[src/rtl/lcyc_pkg.sv]
package lcyc_pkg;

    typedef enum logic [1:0] {
        ST_IDLE = 2'd0,
        ST_ARM  = 2'd1,
        ST_RUN  = 2'd2
    } lc_state_e;

endpackage

[src/rtl/lcyc_ctrl.sv]
module lcyc_ctrl
    import lcyc_pkg::*;
#(
    parameter int CNT_W = 16
) (
    input  logic             clk,
    input  logic             rst_n,
    input  logic             cnt_wr,
    input  logic [CNT_W-1:0] cnt_wdata,
    input  logic             zc_pulse,
    output logic             acc_clr,
    output logic             acc_en,
    output logic             win_end
);

    lc_state_e        state_q, state_d;
    logic [CNT_W-1:0] cnt_q, cnt_d;
    logic [CNT_W-1:0] hc_q, hc_d;
    logic [CNT_W:0]   hc_inc;

    assign hc_inc = {1'b0, hc_q} + {{CNT_W{1'b0}}, 1'b1};

    // state register
    always_ff @(posedge clk or negedge rst_n) begin
        if (!rst_n) begin
            state_q <= ST_IDLE;
            cnt_q   <= '0;
            hc_q    <= '0;
        end else begin
            state_q <= state_d;
            cnt_q   <= cnt_d;
            hc_q    <= hc_d;
        end
    end

    // next state and outputs
    always_comb begin
        state_d = state_q;
        cnt_d   = cnt_q;
        hc_d    = hc_q;
        acc_clr = 1'b0;
        win_end = 1'b0;
        acc_en  = 1'b0;
        if (cnt_wr) begin
            cnt_d   = cnt_wdata;
            hc_d    = '0;
            acc_clr = 1'b1;
            state_d = (cnt_wdata == '0) ? ST_IDLE : ST_ARM;
        end else begin
            unique case (state_q)
                ST_IDLE: begin
                    state_d = ST_IDLE;
                end
                ST_ARM: begin
                    if (zc_pulse) begin
                        state_d = ST_RUN;
                        hc_d    = '0;
                        acc_clr = 1'b1;
                    end
                end
                ST_RUN: begin
                    acc_en = 1'b1;
                    if (zc_pulse) begin
                        if (hc_inc == {1'b0, cnt_q}) begin
                            win_end = 1'b1;
                            hc_d    = '0;
                        end else begin
                            hc_d = hc_inc[CNT_W-1:0];
                        end
                    end
                end
                default: begin
                    state_d = ST_IDLE;
                end
            endcase
        end
    end


    zero_cnt_idle_chk: assert property (@(posedge clk) disable iff (!rst_n)
        (cnt_q == '0) |-> (state_q == ST_IDLE));


    end_in_run_chk: assert property (@(posedge clk) disable iff (!rst_n)
        win_end |-> (state_q == ST_RUN));


    hc_below_cnt_chk: assert property (@(posedge clk) disable iff (!rst_n)
        (state_q == ST_RUN) |-> (hc_q < cnt_q));


    write_rearm_chk: assert property (@(posedge clk) disable iff (!rst_n)
        (cnt_wr && cnt_wdata != '0) |=> (state_q == ST_ARM));

endmodule

[src/rtl/lcyc_accum.sv]
module lcyc_accum #(
    parameter int PWR_W = 24,
    parameter int ACC_W = 48,
    parameter int RES_W = 24
) (
    input  logic             clk,
    input  logic             rst_n,
    input  logic             acc_clr,
    input  logic             acc_en,
    input  logic             win_end,
    input  logic             smp_valid,
    input  logic             amp_mode,
    input  logic [PWR_W-1:0] app_pwr,
    input  logic [PWR_W-1:0] irms,
    output logic [RES_W-1:0] result
);

    localparam int PAD_W = ACC_W + 1 - PWR_W;

    logic [ACC_W-1:0] acc_q;
    logic [RES_W-1:0] res_q;
    logic [PWR_W-1:0] smp_sel;
    logic [PWR_W-1:0] add_val;
    logic [ACC_W:0]   sum_ext;
    logic [ACC_W-1:0] sum_sat;

    assign smp_sel = amp_mode ? irms : app_pwr;
    assign add_val = (acc_en && smp_valid) ? smp_sel : '0;
    assign sum_ext = {1'b0, acc_q} + {{PAD_W{1'b0}}, add_val};
    assign sum_sat = sum_ext[ACC_W] ? {ACC_W{1'b1}} : sum_ext[ACC_W-1:0];

    always_ff @(posedge clk or negedge rst_n) begin
        if (!rst_n) begin
            acc_q <= '0;
            res_q <= '0;
        end else begin
            if (acc_clr || win_end) begin
                acc_q <= '0;
            end else begin
                acc_q <= sum_sat;
            end
            if (win_end) begin
                res_q <= sum_sat[ACC_W-1 -: RES_W];
            end
        end
    end

    assign result = res_q;


    no_wrap_chk: assert property (@(posedge clk) disable iff (!rst_n)
        (!acc_clr && !win_end) |=> (acc_q >= $past(acc_q)));


    clr_zero_chk: assert property (@(posedge clk) disable iff (!rst_n)
        acc_clr |=> (acc_q == '0));


    res_hold_chk: assert property (@(posedge clk) disable iff (!rst_n)
        !win_end |=> $stable(res_q));

endmodule

[src/rtl/lcyc_status.sv]
module lcyc_status (
    input  logic clk,
    input  logic rst_n,
    input  logic win_end,
    input  logic flag_clr,
    input  logic irq_en,
    output logic cyc_flag,
    output logic irq
);

    logic flag_q;

    always_ff @(posedge clk or negedge rst_n) begin
        if (!rst_n) begin
            flag_q <= 1'b0;
        end else if (win_end) begin
            flag_q <= 1'b1;
        end else if (flag_clr) begin
            flag_q <= 1'b0;
        end
    end

    assign cyc_flag = flag_q;
    assign irq      = flag_q & irq_en;


    set_wins_chk: assert property (@(posedge clk) disable iff (!rst_n)
        win_end |=> flag_q);


    clr_takes_chk: assert property (@(posedge clk) disable iff (!rst_n)
        (flag_clr && !win_end) |=> !flag_q);


    sticky_chk: assert property (@(posedge clk) disable iff (!rst_n)
        ($past(flag_q) && !$past(flag_clr)) |-> flag_q);

endmodule

[src/rtl/lcyc_energy_acc.sv]
module lcyc_energy_acc #(
    parameter int PWR_W = 24,
    parameter int ACC_W = 48,
    parameter int RES_W = 24
) (
    input  logic             clk,
    input  logic             rst_n,
    input  logic             cnt_wr,
    input  logic [15:0]      cnt_wdata,
    input  logic             zc_pulse,
    input  logic             smp_valid,
    input  logic [PWR_W-1:0] app_pwr,
    input  logic [PWR_W-1:0] irms,
    input  logic             amp_mode,
    input  logic             irq_en,
    input  logic             flag_clr,
    output logic [RES_W-1:0] result,
    output logic             cyc_flag,
    output logic             irq
);

    localparam int CNT_W = 16;

    logic acc_clr;
    logic acc_en;
    logic win_end;

    lcyc_ctrl #(.CNT_W(CNT_W)) u_ctrl (
        .clk       (clk),
        .rst_n     (rst_n),
        .cnt_wr    (cnt_wr),
        .cnt_wdata (cnt_wdata),
        .zc_pulse  (zc_pulse),
        .acc_clr   (acc_clr),
        .acc_en    (acc_en),
        .win_end   (win_end)
    );

    lcyc_accum #(.PWR_W(PWR_W), .ACC_W(ACC_W), .RES_W(RES_W)) u_accum (
        .clk       (clk),
        .rst_n     (rst_n),
        .acc_clr   (acc_clr),
        .acc_en    (acc_en),
        .win_end   (win_end),
        .smp_valid (smp_valid),
        .amp_mode  (amp_mode),
        .app_pwr   (app_pwr),
        .irms      (irms),
        .result    (result)
    );

    lcyc_status u_status (
        .clk      (clk),
        .rst_n    (rst_n),
        .win_end  (win_end),
        .flag_clr (flag_clr),
        .irq_en   (irq_en),
        .cyc_flag (cyc_flag),
        .irq      (irq)
    );


    irq_gate_chk: assert property (@(posedge clk) disable iff (!rst_n)
        irq |-> (cyc_flag && irq_en));


    idle_quiet_chk: assert property (@(posedge clk) disable iff (!rst_n)
        (cnt_wr && cnt_wdata == 16'd0) |=> !win_end);

endmodule

[config.mk]
export PLATFORM = sky130hd
export DESIGN_NAME = lcyc_energy_acc
export DESIGN_NICKNAME = d
export VERILOG_FILES = /design/src/rtl/lcyc_pkg.sv /design/src/rtl/lcyc_ctrl.sv /design/src/rtl/lcyc_accum.sv /design/src/rtl/lcyc_status.sv /design/src/rtl/lcyc_energy_acc.sv
export SDC_FILE = /design/constraint.sdc
export NUM_CORES = 1
export LEC_CHECK = 0
export ABC_CLOCK_PERIOD_IN_PS = 10320
export BUFFER_PORTS_ARGS = -buffer_cell sky130_fd_sc_hd__buf_2
export CAP_MARGIN = 5
export CORE_MARGIN = 2
export CORE_UTILIZATION = 47
export DETAILED_ROUTE_END_ITERATION = 10
export HOLD_SLACK_MARGIN = 0.06
export PLACE_DENSITY = 0.67
export SYNTH_ARGS = -nofsm -noshare
export SYNTH_HDL_FRONTEND = slang
export SYNTH_SLANG_ARGS = --single-unit
[constraint.sdc]
create_clock -name clk -period 10.32 [get_ports clk]
set_input_delay 0.516 -clock clk [delete_from_list [all_inputs] [get_ports clk]]
set_output_delay 0.516 -clock clk [all_outputs]
set_load 0.01 [all_outputs]
==> results by group, run 1 <==
Setup path
  • Max incr delay on CP: ~0.79 ns
  • Critical path capture point type: flip-flop
  • Most frequent CP cell: nor2_1
  • Crit path launch type: flip-flop
  • Setup Crit Path Kind: reg2reg
  • Path depth of the worst reg2reg path: 14
  • CP bufs+invs: 1
  • Worst path depth: 14
  • Crit-path slowest cell: a31oi_1
  • Critical path, cell by cell: nand2b_1, nor2_1, nand2_1, nor2_1, ha_1, fa_1, a211oi_1, o21a_1, a211o_1, a31oi_1, nand4_1, buf_4, a41oi_1, nor2b_1
  • Delay-heaviest family, CP: simple AND/OR/NAND/NOR gates
  • Critical path peak fanout: 24
  • Crit path DAT: around 5.6 ns
  • CP Data Required Time: roughly 11 ns

Floorplanning
  • Core area: between 10000 and 15000 um^2
  • Die H: 126 um
  • Top-Level Pins: 98
  • Die width: ~130 um
  • Effective utilization at floorplan: between 40% and 50%
  • Row Count: 44
  • Die ar.: 16000 um^2

Synth
  • Ys async rst share: 100%
  • Commonest cells in the netlist: dfrtp_1, nor2_1, nand2_1
  • Post-Synthesis Cells: 784
  • Main synth FF type: dfrtp_1
  • Syn_nets: between 800 and 900
  • Cell taking the most area after synthesis: dfrtp_1
  • Most common cell in the netlist: dfrtp_1
  • Area of the mapped netlist: 7030 um^2
  • Top cell type's share of synthesized area: around two fifths
  • Synth warn: 0
  • Post-synth EDFFs: 0
  • Distinct cells, synth: 63
  • Yosys reg bits: between 100 and 150
  • Sequential element share of the synthesized area: between 30% and 40%
  • Synth area leaders: dfrtp_1, mux2i_1, ha_1
  • Synthesized area per cell: about 9.0 um^2

Power and ir drop
  • Maximum VDD drop: between 0.07 and 0.08 mV
  • Power Total: 838 uW
  • Power Dens Cells: ~110 nW/um^2
  • Lkg Pwr: ~3.6 nW

Timing
  • Clock Skew: around 0.0085 ns
  • Pins over their slew limit: 0
  • F_max: ~190 MHz
  • Slew margin rel.: 27.0%
  • Worst slew pin tran: between 1 and 1.5 ns
  • Fin Setup TNS: 0 ns
  • Fin crit period: around 5.3 ns
  • Final worst slack: 4.97 ns
  • Setup violations, final: 0
  • Tcrit/Tclk final: between 50% and 60%
  • Unrepaired setup endpoints after global routing: false
  • Final hold vios: 0

Routing
  • Vias: 6371
  • Final WL: 18.3 mm
  • Routed Antenna Nets: 0
  • DRC: 0
  • DR pass1 iterations: 6
  • Initial DRC Count: between 500 and 600
  • WL/cell: 17.6 um
  • Vias per cell: between 6 and 7

Cells and area
  • Synth-to-layout area growth: 12.1%
  • Multi-input logic area: slightly above 4000 um^2
  • ANT cells: 0
  • Layout cell share with drive strength beyond 1: 17.7%
  • Cell area after layout: between 7000 and 8000 um^2
  • FF/Latch Area: between 2000 and 3000 um^2
  • Nets: approximately 950
  • FILL cells: ~1300
  • Finished Layout Cells: 1043

Clock network
  • CTS Buffer Depth: 2
  • Setup bufs post-CTS: 0
  • Clock Tree Root: clkbuf_16
  • CTS tree: done
  • Reg clk slew, reported paths: 0.07 ns
  • Clock latency on the worst-skew pair: between 0.3 and 0.4 ns
  • Clock Sinks: around 110
  • CTS Buf Count: 9
  • CTS H-tree lvls: 3
  • PostCTS Resize Cnt: 0

Global route
  • All-Layer GR Usage: between 20% and 30%
  • Initial antenna violation count: 0
  • Grt ovf: 0
  • Pin count of the biggest net entering global routing: between 80 and 90
  • Vias in the first global route: about 6100
  • First-pass GRT wire length: 30.0 mm

Run status
  • Outcome: finished, final reports clean

Placed design
  • Post-detail-place hpwl: approximately 13 mm
  • Routability congestion estimate: about 0.95
  • Pre-CTS setup slack: 4.82 ns
  • IO Port Bufs: between 90 and 100
  • Placed instance area: ~7600 um^2
  • Placed Cells: 1026

Flow run
  • MaxCap Viol Count: 0

Worst hold path
  • Hold Path Stages: 2
  • HP Class: in2reg
## worst paths after layout
kind	endpoint	startpoint	slack, ns
max	u_accum.acc_q[44]$_DFF_PN0_	u_ctrl.state_q[0]$_DFFE_PN0P_	4.97
min	u_status.cyc_flag$_DFFE_PN0P_	flag_clr	0.35
max reg2reg	u_accum.acc_q[44]$_DFF_PN0_	u_ctrl.state_q[0]$_DFFE_PN0P_	4.97
min reg2reg	u_accum.result[13]$_DFFE_PN0P_	u_accum.result[13]$_DFFE_PN0P_	0.51
max in group asynchronous	u_accum.acc_q[24]$_DFF_PN0_	rst_n	8.34
min in group asynchronous	u_accum.acc_q[21]$_DFF_PN0_	rst_n	0.58
## where the power goes
| part | switching (mW) | internal, mW | total [mW] |
|---|---|---|---|
| combinational | 0.0408 | 0.0334 | 0.0741 |
| clock | 0.160 | 0.170 | 0.330 |
| sequential | 0.00691 | 0.427 | 0.433 |
| total | 0.208 | 0.630 | 0.838 |
## layer usage
metal  vias up  GRT usage (%)  part of all wire (%)
met3        29           3.33                   5.9
li1       3027              -                     -
met1      3092           31.3                    45
met2       223           38.2                    47
met5         -              0                     0
met4         0           7.56                   1.7
## flip-flops by register name (all words and copies together), names as in the netlist
register,cells
u_accum.acc_q,48
u_status.cyc_flag,1
u_ctrl.hc_q,16
u_accum.result,24
u_ctrl.cnt_q,16
u_ctrl.state_q,2
## layout make-up
type	count	share of cell area (%)
multi-input cells	615	51.9
clock inverters	4	0.334
repair buffers	104	6.89
clock buffers	12	3.13
well taps	184	2.92
flip-flops and latches	107	34.0
inverters	17	0.810
## metrics by stage
step	util (%)	hold WS [ns]
after floorplan	-	0.220
after global placement	52.0	0.428
after detailed placement	52.0	0.430
after CTS	54.0	0.357
after global routing	54.0	0.387
final	54.0	0.354
## cells by family (layout without fill, tap and decap cells)
family                   count (synthesis)  after routing  share of synthesized area, %
AO/OA/AOI/OAI                          213            213                          18.9
XOR/XNOR                                42             42                          5.23
adder cells (fa/ha/maj)                 26             26                          4.73
buffers and inverters                   62            137                          3.74
flip-flops                             107            107                          38.1
multiplexers                            68             68                          10.1
AND/OR/NAND/NOR                        266            266                          19.2
## placed cells by master (no fill, tap or decap), types with 17 or more instances in the layout
cell type,Yosys,routed
inv_1,17,17
nand3_1,27,27
xnor2_1,23,23
mux2i_1,44,44
mux2_2,24,24
nor2_1,75,75
nand4_1,21,21
xor2_1,19,19
o21ai_0,59,59
nand2_1,61,61
a21oi_1,60,60
ha_1,25,25
buf_2,9,96
dfrtp_1,107,107
## repair_timing
action	in CTS	in global routing
setup endpoints to repair	0	0
hold endpoints to repair	21	0
hold buffers	1	0
Note: power is estimated with default switching activity, not from simulation.
==> run 2: changes to the inputs <==
--- a/config.mk
+++ b/config.mk
@@ -5,7 +5,7 @@
 export SDC_FILE = /design/constraint.sdc
 export NUM_CORES = 1
 export LEC_CHECK = 0
-export ABC_CLOCK_PERIOD_IN_PS = 10320
+export ABC_CLOCK_PERIOD_IN_PS = 5300
 export BUFFER_PORTS_ARGS = -buffer_cell sky130_fd_sc_hd__buf_2
 export CAP_MARGIN = 5
 export CORE_MARGIN = 2
==> constraint.sdc (replaced) <==
create_clock -name clk -period 5.3 [get_ports clk]
set_input_delay 0.265 -clock clk [delete_from_list [all_inputs] [get_ports clk]]
set_output_delay 0.265 -clock clk [all_outputs]
set_load 0.01 [all_outputs]
==> results by group, run 2 (synthesis results as in run 1) <==
Floorplanning
  • Effective utilization at floorplan: 48.2%
  • Top-Level Pins: 98
  • Row Count: 44
  • Die width: roughly 130 um
  • Die ar.: between 15000 and 20000 um^2
  • Core area: roughly 15000 um^2
  • Die H: 126 um

Cells and area
  • Multi-input logic area: around 4000 um^2
  • Layout cell share with drive strength beyond 1: between 10% and 20%
  • FF/Latch Area: roughly 2700 um^2
  • Commonest non-fill, non-tap cell in the layout: dfrtp_1
  • Max FFs per register: 48
  • Nets: 955
  • Commonest non-fill, non-tap cells in the layout: dfrtp_1, buf_2, nor2_1
  • FILL cells: approximately 1300
  • Utilization after layout: between 50 and 60%
  • ANT cells: 0
  • Reg with most FFs: u_accum.acc_q
  • Synth-to-layout area growth: 12.6%

Clock network
  • CTS Buffer Depth: 2
  • Reg clk slew, reported paths: around 0.07 ns
  • CTS tree: done
  • Clock Sinks: 107
  • CTS H-tree lvls: 3
  • Clock latency on the worst-skew pair: between 0.3 and 0.4 ns
  • CTS Buf Count: 9
  • Clock Tree Root: clkbuf_16
  • Setup bufs post-CTS: 0

Setup path
  • Crit path launch type: flip-flop
  • Critical path capture point type: flip-flop
  • Setup Crit Path Kind: reg2reg
  • Crit path DAT: between 4 and 5 ns
  • Critical path peak fanout: 24
  • CP Data Required Time: about 5.6 ns

Routing
  • Vias per cell: 6.17
  • Routed Antenna Nets: 0
  • Vias: between 6000 and 7000
  • Initial DRC Count: between 500 and 600
  • DR pass1 iterations: 5
  • WL/cell: ~18 um
  • Final WL: about 19 mm
  • DRC: 0

Run status
  • Outcome: finished, final reports clean

Global route
  • Met2 Use GR: 37.7%
  • GRT Max-Usage Layer: met2
  • Met3 global-route usage: between 2 and 3%
  • Initial antenna violation count: 0
  • Met1 usage: roughly a third
  • Vias in the first global route: just over 6000
  • Pin count of the biggest net entering global routing: 66
  • Grt ovf: 0
  • First-pass GRT wire length: approximately 30 mm
  • All-Layer GR Usage: 23.1%

Flow run
  • MaxCap Viol Count: 0

Timing
  • Tcrit/Tclk final: between 80% and 90%
  • Pins over their slew limit: 0
  • Final worst slack: 0.642 ns
  • Setup violations, final: 0
  • Fin crit period: about 4.7 ns
  • Fin Setup TNS: 0 ns
  • Slew margin rel.: between 20% and 30%
  • Final hold vios: 0
  • F_max: 215 MHz
  • Unrepaired setup endpoints after global routing: false
  • Clock Skew: 0.00765 ns
  • Worst slew pin tran: ~1.1 ns

Placed design
  • Post-detail-place hpwl: 13.6 mm
  • Pre-CTS setup slack: around 0.63 ns
  • IO Port Bufs: 97
  • Routability congestion estimate: around 0.92

Power and ir drop
  • Power Dens Cells: about 210 nW/um^2
  • Maximum VDD drop: about 0.18 mV
  • Power Total: 1.65 mW
  • Lkg Pwr: approximately 3.6 nW

Worst hold path
  • HP Class: in2reg
==> run 2: cell type report <==
cell class | count | area share (%)
timing repair buffer | 107 | 7.15
sequential | 107 | 33.8
multi-input combinational | 615 | 51.7
tap | 184 | 2.91
clock inverter | 5 | 0.458
clock buffer | 11 | 3.19
inverter | 17 | 0.806
==> run 2: worst paths after layout <==
| check | slack [ns] | cells past startpoint | startpoint | end |
|---|---|---|---|---|
| max | 0.64 | 14 | u_ctrl.state_q[0]$_DFFE_PN0P_ | u_accum.result[20]$_DFFE_PN0P_ |
| min | 0.1 | 2 | flag_clr | u_status.cyc_flag$_DFFE_PN0P_ |
| max reg2reg | 0.64 | 14 | u_ctrl.state_q[0]$_DFFE_PN0P_ | u_accum.result[20]$_DFFE_PN0P_ |
| min reg2reg | 0.52 | 2 | u_accum.result[9]$_DFFE_PN0P_ | u_accum.result[9]$_DFFE_PN0P_ |
| max in group asynchronous | 3.64 | 3 | rst_n | u_accum.acc_q[34]$_DFF_PN0_ |
| min in group asynchronous | 0.55 | 2 | rst_n | u_accum.acc_q[21]$_DFF_PN0_ |
==> run 2: power breakdown <==
part,total [mW],leakage [nW],switching (mW),internal [mW]
registers,0.844,1.46,0.0131,0.830
clock network,0.657,0.146,0.311,0.347
logic,0.146,2.02,0.0806,0.0650
total,1.65,3.62,0.404,1.24
==> run 2: metal layers <==
metal	vias to the layer above	part of all wire, %
li1	3021	-
met1	3147	46
met2	253	47
met3	31	5.2
met4	0	1.9
met5	-	0
==> run 2: critical path, stage by stage (launching register included) <==
cell,delay (ns)
dfrtp_1,0.40
nand2b_1,0.23
nor2_1,0.16
nand2_1,0.50
nor2_1,0.26
ha_1,0.24
fa_1,0.26
a211oi_1,0.09
o21a_1,0.26
a211o_1,0.39
a31oi_1,0.19
buf_4,0.20
nand4_1,0.68
a41oi_1,0.53
mux2_2,0.20
==> run 2: repair_timing <==
action	in CTS	in global routing
hold buffers	1	0
gates resized for setup	0	0
endpoints found under the hold margin	64	0
endpoints found under the setup margin	0	0
==> run 2: per-stage QoR <==
step                      instances  area [um^2]  hold WS, ns
final                          1046         7920       0.0966
after global placement         1029         7620        0.398
after detailed placement       1029         7620        0.412
after floorplan                 784         7030      -0.0306
after global routing           1046         7920        0.107
after CTS                      1046         7920       0.0920
==> run 3: changes to the inputs <==
--- a/config.mk
+++ b/config.mk
@@ -5,6 +5,7 @@
 export SDC_FILE = /design/constraint.sdc
 export NUM_CORES = 1
 export LEC_CHECK = 0
+export ABC_AREA = 1
 export ABC_CLOCK_PERIOD_IN_PS = 5300
 export BUFFER_PORTS_ARGS = -buffer_cell sky130_fd_sc_hd__buf_2
 export CAP_MARGIN = 5
==> results by group, run 3 <==
Run status
  • Outcome: finished, final reports clean

Routing
  • Initial DRC Count: 532
  • WL/cell: 14.0 um
  • Met2 wire len: around 10 mm
  • Vias: between 8000 and 9000
  • Met3 routed WL: 1.38 mm
  • DRC: 0
  • Max Used Layer: met4
  • DR pass1 iterations: 5
  • Final WL: ~24 mm
  • Routed Antenna Nets: 0
  • Met1 wire length: roughly 11 mm
  • Vias per cell: slightly above 5

Clock network
  • CTS Buf Count: 9
  • CTS Buffer Depth: 2
  • CTS tree: done
  • CTS H-tree lvls: 3
  • Clock latency on the worst-skew pair: about 0.37 ns
  • Setup bufs post-CTS: 0
  • Clock Tree Root: clkbuf_16
  • Reg clk slew, reported paths: ~0.070 ns
  • Clock Sinks: 107

Synth
  • Post-Synthesis Cells: around 1400
  • Syn_nets: about 1500
  • Synthesized area per cell: 6.05 um^2
  • Ys async rst share: 100%
  • Main synth FF type: dfrtp_1
  • Area of the mapped netlist: about 8300 um^2
  • Post-synth EDFFs: 0
  • Cell taking the most area after synthesis: dfrtp_1
  • Distinct cells, synth: 33
  • Synth area leaders: dfrtp_1, nand2_1, inv_1
  • Yosys reg bits: 107
  • Synth warn: 0
  • Commonest cells in the netlist: nand2_1, inv_1, nand3_1
  • Top cell type's share of synthesized area: 32.3%
  • Sequential element share of the synthesized area: 32.3%
  • Most common cell in the netlist: nand2_1

Global route
  • First-pass GRT wire length: about 38 mm
  • Pin count of the biggest net entering global routing: 61
  • Grt ovf: 0
  • All-Layer GR Usage: between 20% and 30%
  • Vias in the first global route: about 7800
  • Initial antenna violation count: 0

Worst hold path
  • HP Class: in2reg

Setup path
  • Critical path peak fanout: 24
  • Crit path launch type: flip-flop
  • Critical path capture point type: flip-flop
  • Setup Crit Path Kind: reg2reg
  • Crit path DAT: 4.13 ns
  • CP Data Required Time: 5.56 ns

Cells and area
  • ANT cells: 0
  • Finished Layout Cells: 1684
  • Nets: between 1500 and 2000
  • Max FFs per register: 48
  • Commonest non-fill, non-tap cell in the layout: nand2_1
  • Reg with most FFs: u_accum.acc_q
  • Synth-to-layout area growth: 11.7%
  • Commonest non-fill, non-tap cells in the layout: nand2_1, inv_1, nand3_1
  • Layout cell share with drive strength beyond 1: approximately a tenth

Floorplanning
  • Top-Level Pins: 98
  • Row Count: 48
  • Die width: roughly 140 um
  • Effective utilization at floorplan: 48.1%
  • Die H: roughly 140 um
  • Die ar.: between 15000 and 20000 um^2
  • Core area: about 17000 um^2

Timing
  • Unrepaired setup endpoints after global routing: false
  • Slew margin rel.: a little over a fifth
  • Final worst slack: approximately 1.4 ns
  • Final hold vios: 0
  • Worst slew pin tran: ~1.2 ns
  • F_max: between 200 and 300 MHz
  • Setup violations, final: 0
  • Fin crit period: 3.88 ns
  • Pins over their slew limit: 0
  • Tcrit/Tclk final: approximately three quarters
  • Clock Skew: 0.0114 ns
  • Fin Setup TNS: 0 ns

Placed design
  • Routability congestion estimate: approximately 1
  • Post-detail-place hpwl: 18.6 mm
  • Placed Cells: ~1700
  • Pre-CTS setup slack: between 1 and 1.5 ns
  • IO Port Bufs: 97

Flow run
  • MaxCap Viol Count: 0

Power and ir drop
  • Lkg Pwr: about 5.4 nW
  • Power Dens Cells: about 180 nW/um^2
  • Maximum VDD drop: 0.172 mV
==> run 3: cell types whose count changed in the layout (fill, tap and decap cells not counted), moves of 15 or more <==
cell / delta
o21ai_0: -40
nand3_1: +125
a31oi_1: -16
a21oi_1: -22
and3_1: -15
inv_1: +210
nor2_1: +74
xnor2_1: -17
nand2_1: +465
mux2i_1: -44
mux2_2: -24
==> run 3: worst paths after layout <==
path | start | endpoint | slack (ns) | cells past startpoint
setup reg to reg | u_ctrl.state_q[1]$_DFFE_PN0P_ | u_accum.result[18]$_DFFE_PN0P_ | 1.42 | 21
max in group asynchronous | rst_n | u_accum.acc_q[24]$_DFF_PN0_ | 3.62 | 3
setup / recovery | u_ctrl.state_q[1]$_DFFE_PN0P_ | u_accum.result[18]$_DFFE_PN0P_ | 1.42 | 21
hold / removal | flag_clr | u_status.cyc_flag$_DFFE_PN0P_ | 0.08 | 2
min in group asynchronous | rst_n | u_ctrl.hc_q[7]$_DFFE_PN0P_ | 0.45 | 2
hold reg to reg | u_accum.result[17]$_DFFE_PN0P_ | u_accum.result[17]$_DFFE_PN0P_ | 0.47 | 2
==> run 3: metal layers <==
metal	GRT usage [%]	vias up
met1	37.3	3833
met4	10.0	0
met3	2.93	33
li1	-	4374
met5	0	-
met2	41.8	239
==> run 3: what timing repair did <==
item | 4_1_cts | 5_1_grt
setup endpoints to repair | 0 | 0
hold buffers | 1 | 0
endpoints found under the hold margin | 47 | 0
resized for setup | 0 | 0
==> run 3: logic make-up after synthesis <==
kind of cell               share of synthesized area, %
AOI/OAI and AO/OA                                  3.99
xor gates and xnor gates                           2.49
adders and majority gates                          4.02
DFF                                                32.3
buffers and inverters                              12.0
and+or+nand+nor                                    45.2
==> run 3: area by class of cell <==
type                            instances  area [um^2]
Clock buffer                           10          239
Clock inverter                          5         60.1
Fill cell                            1792         7980
Inverter                              228          856
Multi-Input combinational cell       1007         4610
Sequential cell                       107         2680
Tap cell                              225          282
Timing Repair Buffer                  102          528
==> run 3: through the flow <==
stage	hold slack, ns	instance area, um^2	util (%)	power (mW)
floorplan	-0.0306	8280	-	0.919
global placement	0.330	8950	51.9	0.978
detailed placement	0.335	8950	51.9	0.979
CTS	0.0756	9260	53.7	1.69
global route	0.105	9260	53.7	1.74
finish	0.0801	9260	53.7	1.68
==> run 3: worst max-delay path, cell delays in order, from the launching register on <==
cell     delay, ns
dfrtp_1       0.36
inv_1         0.09
nor2_1        0.06
inv_1         0.08
nor2_1        0.06
nand2_1       0.09
buf_4         0.25
a21oi_1       0.07
ha_1          0.24
fa_1          0.46
nand3_1       0.14
nand3_1       0.13
nand2_1       0.11
nand2_1       0.09
nand2_1       0.06
nand2_1       0.11
nand3_1       0.09
nand2_1       0.44
inv_1         0.46
nand3_1       0.17
nand3_1       0.11
nand2_1       0.06
==> run 3: power breakdown <==
| group | switching [mW] | leakage [nW] | internal (mW) |
|---|---|---|---|
| Clock | 0.339 | 0.145 | 0.381 |
| Sequential | 0.00654 | 1.46 | 0.829 |
| Combinational | 0.0823 | 3.78 | 0.0437 |
